==> src/rtl/dpm_pkg.sv <==
package dpm_pkg;

    typedef enum logic [1:0] {
        MODE_ILV = 2'b00,
        MODE_P1  = 2'b01,
        MODE_P2  = 2'b10,
        MODE_BAD = 2'b11
    } mode_e;

    typedef enum logic [1:0] {
        OSEL_HOLD = 2'b00,
        OSEL_A    = 2'b01,
        OSEL_B    = 2'b10
    } osel_e;

    typedef struct packed {
        logic slot_pending;
        logic err;
        logic strobe;
    } ctl_state_t;

endpackage

==> src/rtl/dpm_phase_ctrl.sv <==
module dpm_phase_ctrl
    import dpm_pkg::*;
#(
    parameter int NUM_PORTS = 2
) (
    input  logic                 clk,
    input  logic                 rst,
    input  logic [1:0]           mode_sel,
    output logic                 cap,
    output logic [NUM_PORTS-1:0] load,
    output osel_e                osel,
    output logic                 strobe_q,
    output logic                 err_q
);

    ctl_state_t st_d, st_q;
    mode_e      mode_now;

    always_comb begin
        mode_now = mode_e'(mode_sel);
        st_d     = st_q;
        load     = '0;
        osel     = OSEL_HOLD;
        cap      = !st_q.slot_pending;
        if (cap) begin
            unique case (mode_now)
                MODE_ILV: begin
                    load             = '1;
                    osel             = OSEL_B;
                    st_d.slot_pending = 1'b1;
                end
                MODE_P1: begin
                    load[0] = 1'b1;
                    osel    = OSEL_A;
                end
                MODE_P2: begin
                    load[1] = 1'b1;
                    osel    = OSEL_B;
                end
                default: begin
                    osel = OSEL_HOLD;
                end
            endcase
            st_d.err = (mode_now == MODE_BAD);
        end else begin
            osel              = OSEL_A;
            st_d.slot_pending = 1'b0;
        end
        st_d.strobe = |load;
    end

    always_ff @(posedge clk) begin
        if (rst) begin
            st_q <= '0;
        end else begin
            st_q <= st_d;
        end
    end

    assign strobe_q = st_q.strobe;
    assign err_q    = st_q.err;

endmodule

==> src/rtl/dpm_port_latch.sv <==
module dpm_port_latch #(
    parameter int W = 12
) (
    input  logic         clk,
    input  logic         rst,
    input  logic         load,
    input  logic [W-1:0] din,
    output logic [W-1:0] q
);

    logic [W-1:0] word_d, word_q;

    always_comb begin
        word_d = word_q;
        if (load) begin
            word_d = din;
        end
    end

    always_ff @(posedge clk) begin
        if (rst) begin
            word_q <= '0;
        end else begin
            word_q <= word_d;
        end
    end

    assign q = word_q;

endmodule

==> src/rtl/dpm_out_latch.sv <==
module dpm_out_latch
    import dpm_pkg::*;
#(
    parameter int W = 12
) (
    input  logic         clk,
    input  logic         rst,
    input  osel_e        osel,
    input  logic [W-1:0] held_a,
    input  logic [W-1:0] held_b,
    output logic [W-1:0] q
);

    logic [W-1:0] out_d, out_q;

    always_comb begin
        out_d = out_q;
        unique case (osel)
            OSEL_A:  out_d = held_a;
            OSEL_B:  out_d = held_b;
            default: out_d = out_q;
        endcase
    end

    always_ff @(posedge clk) begin
        if (rst) begin
            out_q <= '0;
        end else begin
            out_q <= out_d;
        end
    end

    assign q = out_q;

endmodule

==> src/rtl/dual_port_dac_mux.sv <==
module dual_port_dac_mux
    import dpm_pkg::*;
#(
    parameter int DATA_W = 12
) (
    input  logic              clk,
    input  logic              rst,
    input  logic [1:0]        mode_sel,
    input  logic [DATA_W-1:0] port1_data,
    input  logic [DATA_W-1:0] port2_data,
    output logic [DATA_W-1:0] dac_word,
    output logic              capture_strobe,
    output logic              mode_error
);

    localparam int NUM_PORTS = 2;

    logic                 cap;
    logic [NUM_PORTS-1:0] load;
    osel_e                osel;
    logic [DATA_W-1:0]    port_in [NUM_PORTS];
    logic [DATA_W-1:0]    held    [NUM_PORTS];
    logic [DATA_W-1:0]    held_a, held_b;

    assign port_in[0] = port1_data;
    assign port_in[1] = port2_data;

    dpm_phase_ctrl #(.NUM_PORTS(NUM_PORTS)) u_ctl (
        .clk      (clk),
        .rst      (rst),
        .mode_sel (mode_sel),
        .cap      (cap),
        .load     (load),
        .osel     (osel),
        .strobe_q (capture_strobe),
        .err_q    (mode_error)
    );

    for (genvar p = 0; p < NUM_PORTS; p++) begin : g_port
        dpm_port_latch #(.W(DATA_W)) u_lat (
            .clk  (clk),
            .rst  (rst),
            .load (load[p]),
            .din  (port_in[p]),
            .q    (held[p])
        );
    end

    assign held_a = held[0];
    assign held_b = held[1];

    dpm_out_latch #(.W(DATA_W)) u_out (
        .clk    (clk),
        .rst    (rst),
        .osel   (osel),
        .held_a (held_a),
        .held_b (held_b),
        .q      (dac_word)
    );

endmodule

==> config.mk <==
export PLATFORM = sky130hd
export DESIGN_NAME = dual_port_dac_mux
export DESIGN_NICKNAME = d
export VERILOG_FILES = /design/src/rtl/dpm_pkg.sv /design/src/rtl/dpm_phase_ctrl.sv /design/src/rtl/dpm_port_latch.sv /design/src/rtl/dpm_out_latch.sv /design/src/rtl/dual_port_dac_mux.sv
export SDC_FILE = /design/constraint.sdc
export NUM_CORES = 1
export LEC_CHECK = 0
export ABC_AREA = 0
export BUFFER_PORTS_ARGS = -buffer_cell sky130_fd_sc_hd__buf_2
export CORE_AREA = 2 2 78 80
export DETAILED_ROUTE_END_ITERATION = 16
export DIE_AREA = 0 0 80 82
export PLACE_DENSITY_LB_ADDON = 0.1
export SLEW_MARGIN = 5
export SYNTH_ARGS = -nofsm -noshare
export SYNTH_HDL_FRONTEND = slang
export SYNTH_SLANG_ARGS = --single-unit
==> constraint.sdc <==
create_clock -name clk -period 1.6 [get_ports clk]
set_input_delay 0.32 -clock clk [delete_from_list [all_inputs] [get_ports clk]]
set_output_delay 0.32 -clock clk [all_outputs]
set_load 0.005 [all_outputs]
==> run_results.csv, run 1 <==
group,metric,value,unit
pwr,total_power,2.01,mW
route,routed_wirelength,3.84,mm
sta,finalMaxSlewViolations,0,
sta,finalCritPeriodShare,84.7,%
global_route,grt_usage,13.0,%
pwr,powerDensity,994,nW/um^2
critical_path,rrSetupSlack,240,ps
clock_network,cts_max_level,2,
global_route,grt_pass1_vias,1299,
layout,final_nets,241,
floorplanning,ios,42,
layout,n_antenna_cell,0,
clock_network,clock-sinks,39,
route,wire_per_inst,13.4,um
critical_path,cp_slowest_cell,"dfxtp_2",
synthesis,synth_fp_nets,203,
layout,layout_common_cells,"buf_2, dfxtp_1, a21oi_1, o21ai_0, or3b_1",
min_path,hold_class,"in -> reg",
critical_path,crit_family,"flip-flops",
pwr,p_leak,0.815,nW
critical_path,endpoint_kind,"register",
sta,max_freq,738,MHz
min_path,hold_path_depth,3,
clock_network,cts_hold_buf,0,
floorplanning,dieArea,6560,um^2
critical_path,crit_required,1800,ps
layout,final_layout_size_suffix_gt1_share,26.1,%
critical_path,slowest_delay,350,ps
global_route,gr-total-overflow,0,
clock_network,cts_tree,"yes",
synthesis,ys_ff_latch,39,
sta,final-hold-violation-count,0,
run,maxCapViolCount,0,
sta,slew_headroom,52.8,%
placed_design,port_buffers,41,
clock_network,root_buffer,"clkbuf_8",
clock_network,cts_resized,0,
critical_path,crit_path_max_fanout,12,
sta,finalSetupViolations,0,
sta,setup_tns,0,ps
global_route,antenna_found_initial,0,
outcome,outcome,"complete, no violations",
floorplanning,start_util,29.2,%
route,drt_iter0_drc,41,
synthesis,syn_inst,174,
synthesis,netlist_area,1680,um^2
clock_network,cts_buffers,5,
synthesis,synth.distinct_cells,18,
layout,final_common_cell,"buf_2",
clock_network,clkSlewWorstSetupHoldPaths,70,ps
floorplanning,coreArea,5750,um^2
route,vias,1355,
critical_path,r2r_start,"u_ctl.st_q[2]$_SDFF_PP0_",
synthesis,ys_seq_area_share,46.6,%
critical_path,r2r_cells,5,
min_path,hold_start,"port2_data[3]",
global_route,grt_max_degree,43,
route,via_per_inst,4.74,
floorplanning,die_y,82,um
critical_path,worst-path-buf-inv,1,
floorplanning,fp.dieW,80,um
placed_design,pre_cts_slack,114,ps
route,ant_nets,0,
route,first_pass_iters,4,
pwr,vdd_drop_max,0.000328,V
sta,rsz0062_at_grt,"no",
route,drc_errors,0,
sta,skew,5.28,ps
sta,worst_pin_slew,708,ps
synthesis,avgSynthCellArea,9.63,um^2
clock_network,clock_path_buffers,2,
clock_network,clk_latency,280,ps
sta,layout_min_cycle_time,1360,ps
placed_design,hpwl,2.72,mm
floorplanning,num_rows,28,
layout,final_util,35.3,%
min_path,whs_endpoint,"g_port[1].u_lat.q[3]$_SDFFE_PP0P_",
clock_network,cts_setup_buffers,0,
critical_path,worstPathArrival,1560,ps
placed_design,gp_congestion,0.706,
critical_path,crit_chain,"a21oi_1, ha_1, buf_4, nor2b_1, a211oi_1",
synthesis,ys.warnings.count,0,
critical_path,start_kind,"register",
critical_path,path_class,"reg -> reg",
critical_path,worstSetupPathDepth,5,
critical_path,timing.rr.end,"u_out.q[2]$_SDFFE_PP0P_",
global_route,grt_pass1_wl,6.47,mm
sta,timing.final.ws_setup,244,ps
layout,syn_to_final_growth,20.9,%
per-stage QoR:
| step | hold slack (ps) | cell area, um^2 | instances |
|---|---|---|---|
| final | 364 | 2030 | 286 |
| after global routing | 359 | 2030 | 286 |
| after CTS | 356 | 2030 | 286 |
| after detailed placement | 452 | 1950 | 280 |
| after global placement | 440 | 1950 | 280 |
| after floorplan | 448 | 1680 | 174 |
worst max-delay path by stage:
stage	from	endpoint	slack (ps)
after floorplan	mode_sel[0]	u_out.q[10]$_SDFFE_PP0P_	20
after global placement	mode_sel[0]	u_out.q[10]$_SDFFE_PP0P_	150
after detailed placement	mode_sel[0]	u_out.q[0]$_SDFFE_PP0P_	110
after CTS	u_ctl.st_q[2]$_SDFF_PP0_	u_out.q[2]$_SDFFE_PP0P_	230
after global routing	u_ctl.st_q[2]$_SDFF_PP0_	u_out.q[10]$_SDFFE_PP0P_	70
final	u_ctl.st_q[2]$_SDFF_PP0_	u_out.q[2]$_SDFFE_PP0P_	240
where the power goes:
part           internal, mW  switching, mW  total [mW]
Sequential             1.05         0.0399        1.09
Clock                 0.291          0.314       0.604
Combinational         0.164          0.159       0.323
flip-flops by register name, indices dropped and copies added, names as in the netlist:
register / count
u_ctl.st_q: 1
u_ctl.strobe_q: 1
g_port.u_lat.q: 24
u_ctl.err_q: 1
u_out.q: 12
layout make-up:
class | count | area [um^2]
Tap cell | 75 | 93.8
Clock buffer | 6 | 72.6
Timing Repair Buffer | 48 | 283
Sequential cell | 39 | 782
Fill cell | 612 | 3720
Multi-Input combinational cell | 116 | 787
Inverter | 2 | 7.51
cells in the mapped netlist (all sizes together):
library cell / count / area [um^2]
a211oi: 13 / 97.6
a21oi: 26 / 130
buf: 8 / 66.3
clkbuf: 9 / 33.8
dfxtp: 39 / 781
ha: 1 / 12.5
inv: 2 / 7.51
mux2i: 12 / 120
nand2: 1 / 3.75
nand3b: 1 / 7.51
nor2: 1 / 3.75
nor2b: 12 / 75.1
nor4: 1 / 6.26
o21ai: 24 / 120
or3b: 24 / 210
cells by family (layout without fill, tap and decap cells):
group	after synthesis	in the layout	share of synthesized area (%)
AO/OA/AOI/OAI	63	63	20.8
AND/OR/NAND/NOR	40	40	18.3
flip-flops	39	39	46.6
buffers and inverters	19	56	6.42
multiplexers	12	12	7.17
adder cells (fa/ha/maj)	1	1	0.747
per-layer routing:
layer / vias up / global-route usage (%) / routed length (um)
li1: 701 / - / -
met1: 616 / 17.8 / 1860
met2: 33 / 19.3 / 1750
met3: 5 / 4.07 / 182
met4: 0 / 4.07 / 43
met5: - / 0 / 0
worst register-to-register path, delay by kind of cell (launching register included):
family                   cells  cell delay (ps)
flip-flops                   1              350
AO/OA/AOI/OAI                2              350
adder cells (fa/ha/maj)      1              260
buffers and inverters        1              180
AND/OR/NAND/NOR              1              140
Note: power is estimated with default switching activity, not from simulation.
==> run 2: changes to the inputs <==
--- a/config.mk
+++ b/config.mk
@@ -5,11 +5,11 @@
 export SDC_FILE = /design/constraint.sdc
 export NUM_CORES = 1
 export LEC_CHECK = 0
-export ABC_AREA = 0
+export ABC_AREA = 1
 export BUFFER_PORTS_ARGS = -buffer_cell sky130_fd_sc_hd__buf_2
-export CORE_AREA = 2 2 78 80
+export CORE_AREA = 2 2 80 82
 export DETAILED_ROUTE_END_ITERATION = 16
-export DIE_AREA = 0 0 80 82
+export DIE_AREA = 0 0 82 84
 export PLACE_DENSITY_LB_ADDON = 0.1
 export SLEW_MARGIN = 5
 export SYNTH_ARGS = -nofsm -noshare
==> constraint.sdc (replaced) <==
create_clock -name clk -period 1.25 [get_ports clk]
set_input_delay 0.25 -clock clk [delete_from_list [all_inputs] [get_ports clk]]
set_output_delay 0.25 -clock clk [all_outputs]
set_load 0.005 [all_outputs]
==> run 2 against run 1 <==
Against the previous run:
- highest routed layer unchanged
- largest power group unchanged
- largest cell class is now sequential cells
- global-route usage is 1.2 points lower
- critical path depth stayed put
- fmax rose by 16%
- via count up 18%
- routed wire length down 0.57%
- sequential power up 29%
==> run_results.csv, run 2 <==
group,metric,value,unit
clock_network,cts_max_level,2,
floorplanning,ios,42,
layout,n_antenna_cell,0,
floorplanning,start_util,29.1,%
clock_network,root_buffer,"clkbuf_8",
route,via_per_inst,4.07,
placed_design,hpwl,2.48,mm
synthesis,synth_edf_count,0,
placed_design,port_buffers,41,
clock_network,cts_tree,"yes",
layout,layout_common_cells,"nor2_1, nand2_1, buf_2, inv_1, dfxtp_1",
critical_path,path_class,"reg -> reg",
floorplanning,num_rows,29,
sta,worst_pin_slew,268,ps
pwr,vdd_drop_max,0.000490,V
sta,finalSetupViolations,0,
clock_network,clk_latency,280,ps
pwr,powerDensity,1290,nW/um^2
layout,largest_reg_flops,24,
global_route,antenna_found_initial,0,
clock_network,cts_buffers,5,
sta,finalCritPeriodShare,93.9,%
pwr,clkPwrFrac,31.8,%
sta,slew_headroom,82.1,%
global_route,grt_pass1_vias,1470,
layout,final_layout_size_suffix_gt1_share,24.9,%
clock_network,cts_hold_buf,0,
critical_path,r2r_cells,5,
pwr,switching_share,27.2,%
clock_network,clkSlewWorstSetupHoldPaths,70,ps
sta,skew,5.13,ps
critical_path,worstPathArrival,1360,ps
route,routed_wirelength,3.82,mm
synthesis,ys.warnings.count,0,
synthesis,ys_seq_area_share,44.0,%
synthesis,ys_top_cells_by_count,"nor2_1, nand2_1, inv_1",
synthesis,yosysTopAreaCell,"dfxtp_1",
clock_network,clock-sinks,39,
pwr,net-switching-power,0.785,mW
pwr,p_leak,1.20,nW
sta,max_freq,852,MHz
global_route,grt_max_degree,40,
synthesis,synthDominantCellAreaShare,44.0,%
critical_path,r2r_start,"u_ctl.st_q[2]$_SDFF_PP0_",
floorplanning,fp.dieW,82,um
synthesis,synth_most_common_cell,"nor2_1",
synthesis,netlist_area,1770,um^2
min_path,whs_endpoint,"g_port[0].u_lat.q[7]$_SDFFE_PP0P_",
route,vias,1604,
clock_network,clock_path_buffers,2,
synthesis,synthArstFlopShare,0,%
pwr,internal_power,2.11,mW
critical_path,crit_required,1430,ps
floorplanning,coreArea,6100,um^2
sta,timing.final.ws_setup,76.2,ps
placed_design,dpl_cell_area,2080,um^2
pwr,seq_power_share,48.8,%
sta,layout_min_cycle_time,1170,ps
run,maxCapViolCount,0,
layout,final_nets,345,
synthesis,ys_ff_latch,39,
min_path,hold_path_depth,5,
route,ant_nets,0,
sta,rsz0062_at_grt,"no",
layout,syn_to_final_growth,26.4,%
sta,setup_tns,0,ps
critical_path,start_kind,"register",
synthesis,synthTopCellsByArea,"dfxtp_1, nor2_1, nand2_1, inv_1, o21ai_0",
synthesis,synth.distinct_cells,16,
min_path,hold_class,"in -> reg",
critical_path,crit_path_max_fanout,12,
critical_path,endpoint_kind,"register",
floorplanning,dieArea,6890,um^2
layout,stdcell_area,2240,um^2
synthesis,avgSynthCellArea,6.57,um^2
route,drt_iter0_drc,71,
global_route,gr-total-overflow,0,
placed_design,gp_congestion,0.663,
layout,final_common_cell,"nor2_1",
critical_path,cp_slowest_cell,"dfxtp_4",
outcome,outcome,"complete, no violations",
critical_path,crit_chain,"a21oi_2, ha_4, inv_6, o21ai_0, nor2_1",
critical_path,timing.rr.end,"u_out.q[6]$_SDFFE_PP0P_",
sta,final-hold-violation-count,0,
floorplanning,die_y,84,um
min_path,hold_start,"port1_data[7]",
pwr,combPwrFrac,19.3,%
critical_path,slowest_delay,370,ps
route,wire_per_inst,9.69,um
sta,hold_slack,255,ps
route,first_pass_iters,4,
synthesis,synth_ff_type,"dfxtp_1",
placed_design,pre_cts_slack,-144,ps
global_route,grt_pass1_wl,6.23,mm
synthesis,syn_inst,270,
route,drc_errors,0,
pwr,total_power,2.89,mW
critical_path,rrSetupSlack,80,ps
synthesis,synth_fp_nets,299,
global_route,grt_usage,11.7,%
sta,finalMaxSlewViolations,0,
## run 2: power groups by stage
| stage | clock network (mW) | logic, mW | registers, mW |
|---|---|---|---|
| after floorplan | 0 | 0.365 | 1.43 |
| after global placement | 0 | 0.503 | 1.44 |
| after detailed placement | 0 | 0.508 | 1.44 |
| after CTS | 0.962 | 0.537 | 1.41 |
| after global routing | 1.02 | 0.641 | 1.43 |
| final | 0.920 | 0.559 | 1.41 |
## run 2: per-layer routing
layer	part of all wire, %	vias up	track usage [%]
li1	-	873	-
met1	47	699	13.9
met2	47	27	19.9
met3	4.1	5	2.92
met4	1.2	0	4.55
met5	0	-	0
## run 2: worst max path at each step
stage / to / start / depth (start not counted) / slack, ps
after floorplan: u_out.q[10]$_SDFFE_PP0P_ / u_ctl.st_q[2]$_SDFF_PP0_ / 8 / -50
after global routing: u_out.q[7]$_SDFFE_PP0P_ / u_ctl.st_q[2]$_SDFF_PP0_ / 5 / 20
after global placement: u_out.q[4]$_SDFFE_PP0P_ / mode_sel[0] / 7 / -130
final: u_out.q[6]$_SDFFE_PP0P_ / u_ctl.st_q[2]$_SDFF_PP0_ / 5 / 80
after detailed placement: u_out.q[11]$_SDFFE_PP0P_ / mode_sel[0] / 7 / -140
after CTS: u_out.q[10]$_SDFFE_PP0P_ / u_ctl.st_q[2]$_SDFF_PP0_ / 7 / 4
## run 2: area by class of cell
cell class              instances  area [um^2]
repair buffers                 49          310
repair inverters                2         17.5
well taps                      77         96.3
clock buffers                   8          100
flip-flops and latches         39          785
fillers                       711         3850
inverters                      41          166
multi-input cells             178          767
## run 2: cells by family (layout without fill, tap and decap cells)
kind of cell / count (synthesis) / in the layout / share of synthesized area [%]
compound gates: 14 / 14 / 3.95
simple gates: 163 / 163 / 37.5
flops: 39 / 39 / 44.0
fa+ha+maj: 1 / 1 / 0.705
buf+inv: 53 / 100 / 13.8
## run 2: worst max-delay path, delay by kind of cell, from the launching register on
family / cells / cell delay (ps)
AO/OA/AOI/OAI: 2 / 200
adder cells (fa/ha/maj): 1 / 360
buffers and inverters: 1 / 80
flip-flops: 1 / 370
AND/OR/NAND/NOR: 1 / 60
## run 2: through the flow
stage / utilization [%] / instances
6_report: 36.8 / 394
2_1_floorplan: - / 270
4_1_cts: 36.4 / 393
3_5_place_dp: 34.1 / 383
5_1_grt: 36.8 / 394
3_3_place_gp: 34.1 / 383
## run 2: what timing repair did
action,in CTS,in global routing
setup buffers,2,0
pin swaps,0,3
resized for setup,4,9
endpoints found under the setup margin,12,22
gates cloned,0,2
==> run 3: changes to the inputs <==
--- a/config.mk
+++ b/config.mk
@@ -10,7 +10,6 @@
 export CORE_AREA = 2 2 80 82
 export DETAILED_ROUTE_END_ITERATION = 16
 export DIE_AREA = 0 0 82 84
-export PLACE_DENSITY_LB_ADDON = 0.1
 export SLEW_MARGIN = 5
 export SYNTH_ARGS = -nofsm -noshare
 export SYNTH_HDL_FRONTEND = slang
==> run 3 against run 2 <==
Against the previous run:
- combinational power up 6.1%
- final area is 1.6% higher
- die area unchanged
- critical path depth up 2
- core utilization increased by 0.60 points
- hold slack lost 5.5 ps
- largest cell class is now multi-input gates
- sequential share of layout area down 0.56 points
- worst setup slack worse by 61 ps
- register-to-register slack got worse by 60 ps
- via count increased by 3.7%
- routed wire length decreased by 0.65%
- clock skew hardly changed
==> run_results.csv, run 3 (synthesis results as in run 2) <==
group,metric,value,unit
outcome,outcome,"complete, no violations",
route,via_per_inst,4.21,
layout,layout_common_cells,"nor2_1, nand2_1, buf_2, inv_1, dfxtp_1",
sta,finalSetupViolations,0,
route,routed_wirelength,3.79,mm
placed_design,dpl_cell_area,2080,um^2
pwr,vdd_drop_max,0.000624,V
sta,finalCritPeriodShare,98.8,%
run,maxCapViolCount,0,
pwr,total_power,2.82,mW
critical_path,endpoint_kind,"register",
floorplanning,die_y,84,um
critical_path,crit_path_max_fanout,6,
critical_path,r2r_start,"u_ctl.st_q[2]$_SDFF_PP0_",
global_route,antenna_found_initial,0,
global_route,grt_max_degree,40,
layout,final_nets,346,
critical_path,start_kind,"register",
layout,final_layout_size_suffix_gt1_share,27.7,%
sta,rsz0062_at_grt,"yes",
placed_design,gp_congestion,0.716,
route,drt_iter0_drc,69,
min_path,hold_class,"in -> reg",
sta,slew_headroom,81.9,%
floorplanning,ios,42,
global_route,grt_pass1_wl,5.95,mm
clock_network,clock_path_buffers,2,
global_route,grt_pass1_vias,1518,
layout,stdcell_area,2280,um^2
sta,hold_slack,250,ps
sta,finalMaxSlewViolations,0,
layout,final_common_cell,"nor2_1",
critical_path,crit_family,"flip-flops",
clock_network,cts_tree,"yes",
min_path,hold_start,"port2_data[9]",
clock_network,cts_buffers,5,
critical_path,path_class,"reg -> reg",
placed_design,port_buffers,41,
global_route,gr-total-overflow,0,
floorplanning,dieArea,6890,um^2
route,ant_nets,0,
placed_design,hpwl,2.56,mm
clock_network,clk_latency,290,ps
clock_network,cts_hold_buf,0,
placed_design,pre_cts_slack,-143,ps
sta,final-hold-violation-count,0,
pwr,powerDensity,1240,nW/um^2
layout,largest_reg_flops,24,
global_route,grt_usage,11.1,%
floorplanning,start_util,29.1,%
layout,syn_to_final_growth,28.4,%
critical_path,crit_chain,"buf_6, nor2_4, ha_4, clkinv_8, nand2_2, nor2_2, nor2_1",
clock_network,root_buffer,"clkbuf_8",
critical_path,cp-startpoint,"u_ctl.st_q[2]$_SDFF_PP0_",
critical_path,worstPathArrival,1420,ps
floorplanning,fp.dieW,82,um
route,wire_per_inst,9.60,um
route,first_pass_iters,4,
pwr,p_leak,1.21,nW
sta,skew,5.59,ps
route,vias,1663,
floorplanning,coreArea,6100,um^2
critical_path,crit_required,1440,ps
floorplanning,num_rows,29,
clock_network,cts_max_level,2,
critical_path,worst-path-buf-inv,2,
route,drc_errors,0,
critical_path,slowest_delay,350,ps
sta,max_freq,810,MHz
sta,worst_pin_slew,271,ps
sta,timing.final.ws_setup,15.5,ps
clock_network,clkSlewWorstSetupHoldPaths,70,ps
clock_network,clock-sinks,39,
layout,n_antenna_cell,0,
critical_path,cp_slowest_cell,"dfxtp_4",
sta,layout_min_cycle_time,1230,ps
run 3: cell count changes in the layout (fill, tap and decap cells not counted), sizes merged:
cell	delta
clkbuf	-1
clkinv	+1
buf	+1
run 3: tightest hold or removal path: stages:
cell and delay, ps:
buf_2 90, inv_1 40, nand2_1 40, nand2_1 50
nor2_1 30
run 3: where the power goes:
group	switching, mW	internal, mW	total, mW
combinational	0.330	0.263	0.593
sequential	0.0614	1.35	1.42
clock	0.423	0.392	0.814
run 3: routing by layer:
layer	global-route usage [%]	vias up	wire length, um
li1	-	875	-
met1	12.0	752	1650
met2	19.7	29	1930
met3	3.03	7	150
met4	4.55	0	70
met5	0	-	0
run 3: path summary, 6_finish.rpt:
path	endpoint	slack [ps]	cells past startpoint
max reg2reg	u_out.q[0]$_SDFFE_PP0P_	20	7
min	g_port[1].u_lat.q[9]$_SDFFE_PP0P_	250	5
min reg2reg	g_port[1].u_lat.q[11]$_SDFFE_PP0P_	490	2
max	u_out.q[0]$_SDFFE_PP0P_	20	7
run 3: per-stage QoR:
stage,cells,util (%),setup TNS (ps)
2_1_floorplan,270,-,-484
3_3_place_gp,383,34.1,-1410
3_5_place_dp,383,34.1,-1540
4_1_cts,391,35.6,0
5_1_grt,395,37.4,-739
6_report,395,37.4,0
run 3: area by class of cell:
type	instances	area (um^2)
flip-flops and latches	39	785
repair inverters	2	17.5
inverters	41	166
well taps	77	96.3
repair buffers	50	318
fillers	690	3820
clock inverters	1	5.00
multi-input cells	178	815
clock buffers	7	76.3
run 3: timing repair:
item	in CTS	in global routing
gates resized for setup	3	24
gates cloned	0	2
pin swaps	0	12
setup endpoints to repair	12	20
hold endpoints to repair	0	0
setup buffers	0	2
